<file path="src/rtl/rxq_pkg.sv">
package rxq_pkg;

    localparam int DATA_W        = 8;
    localparam int DEEP_DEPTH    = 256;
    localparam int SHALLOW_DEPTH = 8;
    localparam int SHALLOW_LOW   = 3;
    localparam int SHALLOW_HIGH  = 6;
    localparam int DEEP_RTS_MARK = 240;
    localparam int WDOG_LEN      = 64;

    localparam int PTR_W = $clog2(DEEP_DEPTH);
    localparam int CNT_W = PTR_W + 1;
    localparam int WD_W  = $clog2(WDOG_LEN);

    typedef logic [CNT_W-1:0] fill_t;

    typedef enum logic [1:0] {
        LVL_ANY  = 2'b00,
        LVL_LOW  = 2'b01,
        LVL_HIGH = 2'b10,
        LVL_FULL = 2'b11
    } lvl_code_e;

    typedef struct packed {
        logic      deep;
        lvl_code_e code;
    } rxq_cfg_t;

    typedef struct packed {
        logic push;
        logic pop;
        logic drop;
    } rxq_evt_t;

    function automatic fill_t capacity(logic deep);
        return deep ? fill_t'(DEEP_DEPTH) : fill_t'(SHALLOW_DEPTH);
    endfunction

    function automatic fill_t level_of(rxq_cfg_t c);
        fill_t lv;
        case (c.code)
            LVL_ANY:  lv = fill_t'(1);
            LVL_LOW:  lv = c.deep ? fill_t'(DEEP_DEPTH / 2) : fill_t'(SHALLOW_LOW);
            LVL_HIGH: lv = c.deep ? fill_t'((DEEP_DEPTH * 3) / 4) : fill_t'(SHALLOW_HIGH);
            default:  lv = capacity(c.deep);
        endcase
        return lv;
    endfunction

    function automatic fill_t rts_mark(logic deep);
        return deep ? fill_t'(DEEP_RTS_MARK) : fill_t'(SHALLOW_DEPTH);
    endfunction

endpackage

</file>
<file path="src/rtl/rxq_store.sv">
module rxq_store
    import rxq_pkg::*;
#(
    parameter int DW    = 8,
    parameter int DEPTH = 256
) (
    input  logic          clk,
    input  logic          rst,
    input  logic          wr_vld,
    input  logic [DW-1:0] wr_data,
    input  logic          rd_en,
    input  fill_t         cap,
    output logic [DW-1:0] rd_data,
    output fill_t         fill,
    output rxq_evt_t      evt,
    output logic          overrun
);
    localparam int AW = $clog2(DEPTH);

    logic [DW-1:0] mem [DEPTH];
    logic [AW-1:0] wr_ptr;
    logic [AW-1:0] rd_ptr;
    logic [AW-1:0] mask;

    assign mask     = AW'(cap - fill_t'(1));
    assign evt.pop  = rd_en && (fill != '0);
    assign evt.push = wr_vld && ((fill < cap) || evt.pop);
    assign evt.drop = wr_vld && !evt.push;
    assign rd_data  = mem[rd_ptr];

    always_ff @(posedge clk) begin
        if (evt.push) begin
            mem[wr_ptr] <= wr_data;
        end
    end

    always_ff @(posedge clk) begin
        if (rst) begin
            wr_ptr  <= '0;
            rd_ptr  <= '0;
            fill    <= '0;
            overrun <= 1'b0;
        end else begin
            if (evt.push) begin
                wr_ptr <= (wr_ptr + 1'b1) & mask;
            end
            if (evt.pop) begin
                rd_ptr <= (rd_ptr + 1'b1) & mask;
            end
            case ({evt.push, evt.pop})
                2'b10:   fill <= fill + fill_t'(1);
                2'b01:   fill <= fill - fill_t'(1);
                default: fill <= fill;
            endcase
            if (evt.drop) begin
                overrun <= 1'b1;
            end else if (evt.pop) begin
                overrun <= 1'b0;
            end
        end
    end
endmodule

</file>
<file path="src/rtl/rxq_wdog.sv">
module rxq_wdog
    import rxq_pkg::*;
#(
    parameter int LEN = 64
) (
    input  logic     clk,
    input  logic     rst,
    input  logic     en,
    input  logic     tick,
    input  logic     not_empty,
    input  rxq_evt_t evt,
    output logic     fired
);
    localparam int W = $clog2(LEN);

    logic [W-1:0] cnt;

    always_ff @(posedge clk) begin
        if (rst || !en) begin
            cnt   <= '0;
            fired <= 1'b0;
        end else if (evt.pop) begin
            cnt   <= '0;
            fired <= 1'b0;
        end else if (evt.push || !not_empty) begin
            cnt   <= '0;
        end else if (tick && !fired) begin
            if (cnt == W'(LEN - 1)) begin
                cnt   <= '0;
                fired <= 1'b1;
            end else begin
                cnt   <= cnt + 1'b1;
            end
        end
    end
endmodule

</file>
<file path="src/rtl/rxq_rts.sv">
module rxq_rts
    import rxq_pkg::*;
(
    input  logic  clk,
    input  logic  rst,
    input  logic  en,
    input  logic  start_det,
    input  fill_t fill,
    input  fill_t mark,
    output logic  rts_off
);
    always_ff @(posedge clk) begin
        if (rst || !en) begin
            rts_off <= 1'b0;
        end else if (start_det && (fill >= mark)) begin
            rts_off <= 1'b1;
        end else if (fill < mark) begin
            rts_off <= 1'b0;
        end
    end
endmodule

</file>
<file path="src/rtl/rxq_irq_flow.sv">
module rxq_irq_flow
    import rxq_pkg::*;
#(
    parameter int DW    = DATA_W,
    parameter int DEPTH = DEEP_DEPTH,
    parameter int WDLEN = WDOG_LEN
) (
    input  logic          clk,
    input  logic          rst,
    input  logic          wr_vld,
    input  logic [DW-1:0] wr_data,
    input  logic          start_det,
    input  logic          bit_tick,
    input  logic          rd_en,
    input  logic          cfg_wr,
    input  logic          cfg_deep,
    input  logic [1:0]    cfg_thr,
    input  logic          wdog_en,
    input  logic          flow_en,
    output logic [DW-1:0] rd_data,
    output logic          irq,
    output logic          rtsn,
    output logic          overrun
);
    rxq_cfg_t cfg_q;
    fill_t    fill_cnt;
    fill_t    cap_now;
    rxq_evt_t evt;
    logic     wd_fired;
    logic     lvl_hit;

    always_ff @(posedge clk) begin
        if (rst) begin
            cfg_q <= '{deep: 1'b0, code: LVL_ANY};
        end else if (cfg_wr) begin
            cfg_q <= '{deep: cfg_deep, code: lvl_code_e'(cfg_thr)};
        end
    end

    assign cap_now = capacity(cfg_q.deep);
    assign lvl_hit = (fill_cnt >= level_of(cfg_q));
    assign irq     = lvl_hit || wd_fired;

    rxq_store #(.DW(DW), .DEPTH(DEPTH)) u_store (
        .clk     (clk),
        .rst     (rst),
        .wr_vld  (wr_vld),
        .wr_data (wr_data),
        .rd_en   (rd_en),
        .cap     (cap_now),
        .rd_data (rd_data),
        .fill    (fill_cnt),
        .evt     (evt),
        .overrun (overrun)
    );

    rxq_wdog #(.LEN(WDLEN)) u_wdog (
        .clk       (clk),
        .rst       (rst),
        .en        (wdog_en),
        .tick      (bit_tick),
        .not_empty (fill_cnt != '0),
        .evt       (evt),
        .fired     (wd_fired)
    );

    rxq_rts u_rts (
        .clk       (clk),
        .rst       (rst),
        .en        (flow_en),
        .start_det (start_det),
        .fill      (fill_cnt),
        .mark      (rts_mark(cfg_q.deep)),
        .rts_off   (rtsn)
    );
endmodule

</file>
<file path="config.mk">
export PLATFORM = sky130hd
export DESIGN_NAME = rxq_irq_flow
export DESIGN_NICKNAME = d
export VERILOG_FILES = /design/src/rtl/rxq_pkg.sv /design/src/rtl/rxq_store.sv /design/src/rtl/rxq_wdog.sv /design/src/rtl/rxq_rts.sv /design/src/rtl/rxq_irq_flow.sv
export SDC_FILE = /design/constraint.sdc
export NUM_CORES = 2
export LEC_CHECK = 0
export BUFFER_PORTS_ARGS = -buffer_cell sky130_fd_sc_hd__buf_2
export CORE_MARGIN = 2
export CORE_UTILIZATION = 50
export DETAILED_ROUTE_END_ITERATION = 10
export PLACE_DENSITY = 0.65
export SLEW_MARGIN = 15
export SYNTH_ARGS = -nofsm -noshare
export SYNTH_HDL_FRONTEND = slang
export SYNTH_SLANG_ARGS = --single-unit
</file>
<file path="constraint.sdc">
create_clock -name clk -period 4.6 [get_ports clk]
set_input_delay 0.23 -clock clk [delete_from_list [all_inputs] [get_ports clk]]
set_output_delay 0.23 -clock clk [all_outputs]
set_load 0.05 [all_outputs]
</file>
# [Yosys cells after proc, flatten, opt, wreduce, memory -nomap -nowiden]
# Memories as Yosys holds them, arrays and structs flattened. A register that Yosys moved wholly into a read port is not among the register bits.
# Index checks and enable logic that the tools add are counted.
[word_totals] ff_bits=37 mem_bits_rw=2048 input_bits=20 out_inout_bits=11 wordCells=66 n_memories=1
[classes] addsub=6 order_cmp=4 n_eq_ne=5 mux=15 bitwise_logic=3 reduce_logical=23
[memory_table] memory="u_store.mem" depth=256 width=8 rd=1 rd_clocked_by_memory_dff=1 wr=1 line="rxq_store.sv:20" text="logic [DW-1:0] mem [DEPTH];"
[ops] op="8-bit two-way mux" n=5
[ops] op="9-bit case mux with 3 select lines" n=1
[ops] op="9-bit case mux with 2 select lines" n=1
[ops] op="8-bit by 1-bit adder with 8-bit output (second input constant)" n=2
[ops] op="8-bit bitwise AND" n=2
[ops] op="9-bit by 1-bit adder with 9-bit output (second input constant)" n=1
[ops] op="9-bit by 8-bit greater-or-equal comparator with 1-bit output" n=1
[ops] op="9-bit greater-or-equal comparator" n=1
[ops] op="9-bit by 8-bit less-than comparator with 1-bit output" n=1
[ops] op="9-bit less-than comparator" n=1
[ops] op="9-bit two-way mux" n=1
[ops] op="9-bit nonzero test" n=1
[ops] op="9-bit by 1-bit subtractor with 9-bit output (second input constant)" n=1
[ops] op="8-bit by 1-bit subtractor with 8-bit output (second input constant)" n=1
[ops] op="6-bit by 1-bit adder with 6-bit output (second input constant)" n=1
[ops] op="6-bit == test (second input constant)" n=1
[ops] op="1-bit two-way mux" n=6
[ops] op="6-bit two-way mux" n=1
[ops] op="2-bit nonzero test" n=3
[ops] op="1-bit logical AND" n=5
[ops] op="1-bit logical NOT" n=5
[ops] op="1-bit logical OR" n=5
[ops] op="2-bit by 1-bit == test with 1-bit output (second input constant)" n=2
[ops] op="2-bit == test (second input constant)" n=2
[ops] op="5 further kinds" n=5

# [Longest topological paths before layout]
[depth] ltp_word=7 mapped_depth=13 ltp_nobuf=13

# [Hierarchy]
# From an unflattened synthesis, not the netlist that was laid out.
[hier_totals] hier_cells=3997 area_unflattened_um2=81602.0
[modules_own_cells] module="rxq_store" n_inst=1 cells_each=3885 area_per_inst_um2=80658.6 seq_area_each_um2=62179.6
[modules_own_cells] module="rxq_wdog" n_inst=1 cells_each=37 area_per_inst_um2=356.6 seq_area_each_um2=140.1
[modules_own_cells] module="rxq_irq_flow" n_inst=1 cells_each=43 area_per_inst_um2=336.6 seq_area_each_um2=60.1
[modules_own_cells] module="rxq_rts" n_inst=1 cells_each=32 area_per_inst_um2=250.2 seq_area_each_um2=20.0

# [Worst setup path before layout]
# No wires, ideal clock.
[synth_timing] path_kind="register to output" from="register (tool-made name)" to="output port rd_data[0]" arrival_ns=3.357 required_time_ns=4.370 slack_ns=1.013 stages_incl_launch_ff=13 n_path_buf=5 cell_sequence="dfxtp_1 -> buf_2 -> buf_4 -> buf_4 -> buf_4 -> nand3b_1 -> clkbuf_1 -> o221ai_1 -> a21oi_1 -> nand2_1 -> nand3_1 -> nand3_1 -> nor4bb_1"
[synth_rtl] item="to (decl)" line="rxq_irq_flow.sv:20" text="output logic [DW-1:0] rd_data,"

==> summary.md <==
| Metric | Value |
|---|---|
| Run status | complete, but fails checks |
| Violations in the final reports | negative setup slack |
| Crit path max fanout | 36 |
| Post-synth top area share | 75.7% |
| R2r setup slk | 0.90 ns |
| R2R Path Start | u_store.fill[0] |
| HPWL Detailed | around 120,000 um |
| Cells after Synth | 3,859 |
| Worst endpoint required time | 4.37 ns |
| Post-route ant nets | 0 |
| Synth async-reset ratio | 0% |
| Core Util, Final | 58.3% |
| DR iter-0 viols | around 4,700 |
| TritonCTS sink count | 2,093 |
| Via Count | roughly 41,000 |
| Post-synth cell types | 66 |
| Count leader, synth | edfxtp_1 |
| Main area contributors after synthesis | edfxtp_1 (76%), mux4_2 (14%), nor2_1 (1.5%) |
| Hold Fails Final Rpt | 0 |
| Number of max-cap violations | 0 |
| Final Power | between 40 and 50 mW |
| CTS Buf Count | 204 |
| Fin area | 93,800 um^2 |
| Area Overhead vs Synth | 15.5% |
| Final hold slack | 0.00389 ns |
| Actual slew at the worst max-slew pin | about 1.2 ns |
| Post-synth top flop | edfxtp_1 |
| Leakage | 29.2 nW |
| GP Congestion | 0.889 |
| Die Wd | 407 um |
| PD cells | 489 nW/um^2 |
| Kind of critical path | flip-flop to output pin |
| Synthesized Nets | 3,906 |
| R2r endpoint | u_store.fill[8] |
| Synth Area per Inst | 21.0 um^2 |
| DP Area | 86,600 um^2 |
| Die ar. | 166,000 um^2 |
| Vias in the first global route | 40,800 |
| Crit path DAT | between 4 and 5 ns |
| CP startpoint kind | flip-flop |
| First-pass GRT wire length | 284,000 um |
| Post-Place Cells | roughly 6,200 |
| # diodes | 0 |
| Drt pass-1 iters | 8 |
| Die height | 407 um |
| Fin. max-slew vios | 0 |
| Period minus WS final | 4.66 ns |
| Yosys reg bits | 2,093 |
| Hold Crit Class | input pin to flip-flop |
| GRT Total Usage | 23.9% |
| # nets final | approximately 4,400 |
| Fin worst setup slack | -0.0639 ns |
| Setup TNS | -0.0639 ns |
| Critical Path Sink | rd_data[4] |
| Largest net degree at the start of global routing | 152 |
| Share of cells above drive strength 1 | ~29% |
| Antenna violations before repair | 3 |
| DRC violations left | 0 |
| Root Buffer | clkbuf_16 |
| CTS H-tree depth | 4 |
| Worst-path clk slew | 0.06 ns |
| Yosys Warn Count | 0 |
| Multi-input combinational cell area | 17,700 um^2 |
| Routed len/inst | roughly 29 um |
| CTS tree | yes |
| Row Count | 147 |
| Setup Viol. Count Final | 1 |
| EDFF count, synth | 2,048 |
| Slew HR | roughly a fifth |
| R2r worst-path depth | 12 |
| Area leader, netlist | edfxtp_1 |
| Core area | between 150,000 and 200,000 um^2 |
| Clock insertion delay at the later pin of the skew report | 0.84 ns |
| Fin crit share | 101% |
| FILL cells | 11,500 |
| Post-CTS Setup Inserts | 0 |
| RSZ-0062 raised after global routing | yes |
| Global route overflow | 0 |
| Total length of routed wires | 196,000 um |
| # IOs | 31 |
| Maximum vdd drop | 0.000411 V |
| Cell Area, Synth | 81,200 um^2 |
| Vias per Instance | approximately 6.1 |
| Clock buffer depth | 3 |
| Seq/Total Area, Yosys | 76.9% |
| Max Freq | 214 MHz |
| Finished Layout Cells | 6,656 |
| Commonest cells post-synth | edfxtp_1 (2,048), mux4_2 (489), nor2_1 (326) |
| Port Buffers | 30 |
| Flip-flop and latch area | 62,400 um^2 |
| Clock Skew | 0.0294 ns |
| Initial Util | around half |
| Setup WS pre-CTS | 0.557 ns |
| Critical Path Sink Type | output pin |
where the power goes:
part,total (mW),switching [mW],internal [mW]
clock,16.8,7.07,9.70
sequential,21.2,0.114,21.1
combinational,7.92,4.40,3.52
total,45.9,11.6,34.3
logic make-up after synthesis:
group	after synthesis	synth area share, %
AND/OR/NAND/NOR	546	3.23
multiplexers	575	14.6
buffers and inverters	234	1.53
XOR/XNOR	24	0.259
adder cells (fa/ha/maj)	27	0.425
AO/OA/AOI/OAI	360	3.09
flip-flops	2093	76.9
placed cells by master (no fill, tap or decap), types with 17 or more instances in the layout:
cell type	n
a211oi_1	33
a21oi_1	47
a22o_1	33
a22oi_1	70
buf_12	34
buf_2	17
buf_4	389
bufinv_16	22
clkbuf_1	38
clkbuf_16	210
clkinv_1	47
clkinv_2	40
dfxtp_1	39
dlygate4sd3_1	24
edfxtp_1	2048
ha_1	26
mux2i_1	86
mux4_2	489
nand2_1	57
nand3_1	33
nor2_1	324
nor3_1	28
o22ai_1	92
worst max-delay path, cell delays in order, from the launching register on:
cell and delay, ns:
dfxtp_2 0.56, nor2b_4 0.27, buf_4 0.50, a22o_1 0.30, nor3_1 0.08, a31oi_1 0.47
a211oi_2 0.25, nor4bb_2 0.89, buf_12 0.22
worst min path at each step:
stage / cells after the start / to / start
after floorplan: 0 / u_store.mem[0][0] / wr_data[0]
after global placement: 3 / cfg_q[1] / cfg_thr[1]
after detailed placement: 3 / cfg_q[2] / cfg_deep
after CTS: 1 / u_store.mem[197][0] / wr_data[0]
after global routing: 1 / u_store.mem[196][0] / wr_data[0]
final: 1 / u_store.mem[199][6] / wr_data[6]
area by class of cell:
type	count	area share, %
tap	2160	2.88
multi-input combinational	1532	18.9
sequential	2093	66.6
clock buffer	254	5.85
clock inverter	130	1.39
timing repair buffer	476	4.38
inverter	11	0.0440
routing by layer:
metal  GRT usage (%)  up-vias  wire (um)
met5               0        -         25
met4            7.58        4       5740
met3            4.48      289      15900
met2            37.4     1812      93900
met1            34.4    21700      80600
li1                -    17100          -
flip-flops by register name, summed over array words and instances, names as in the netlist, named ones only:
register / flops
u_wdog.cnt: 6
u_wdog.fired: 1
u_store.fill: 9
u_store.mem: 2048
u_rts.rts_off: 1
u_store.wr_ptr: 8
cfg_q: 3
u_store.overrun: 1
u_store.rd_ptr: 8
what timing repair did:
action | 4_1_cts | 5_1_grt
endpoints found under the hold margin | 491 | 0
pin swaps | 0 | 2
hold buffers | 24 | 0
setup endpoints to repair | 7 | 5
resized for setup | 18 | 8
Power figures use the tool's default switching activity.
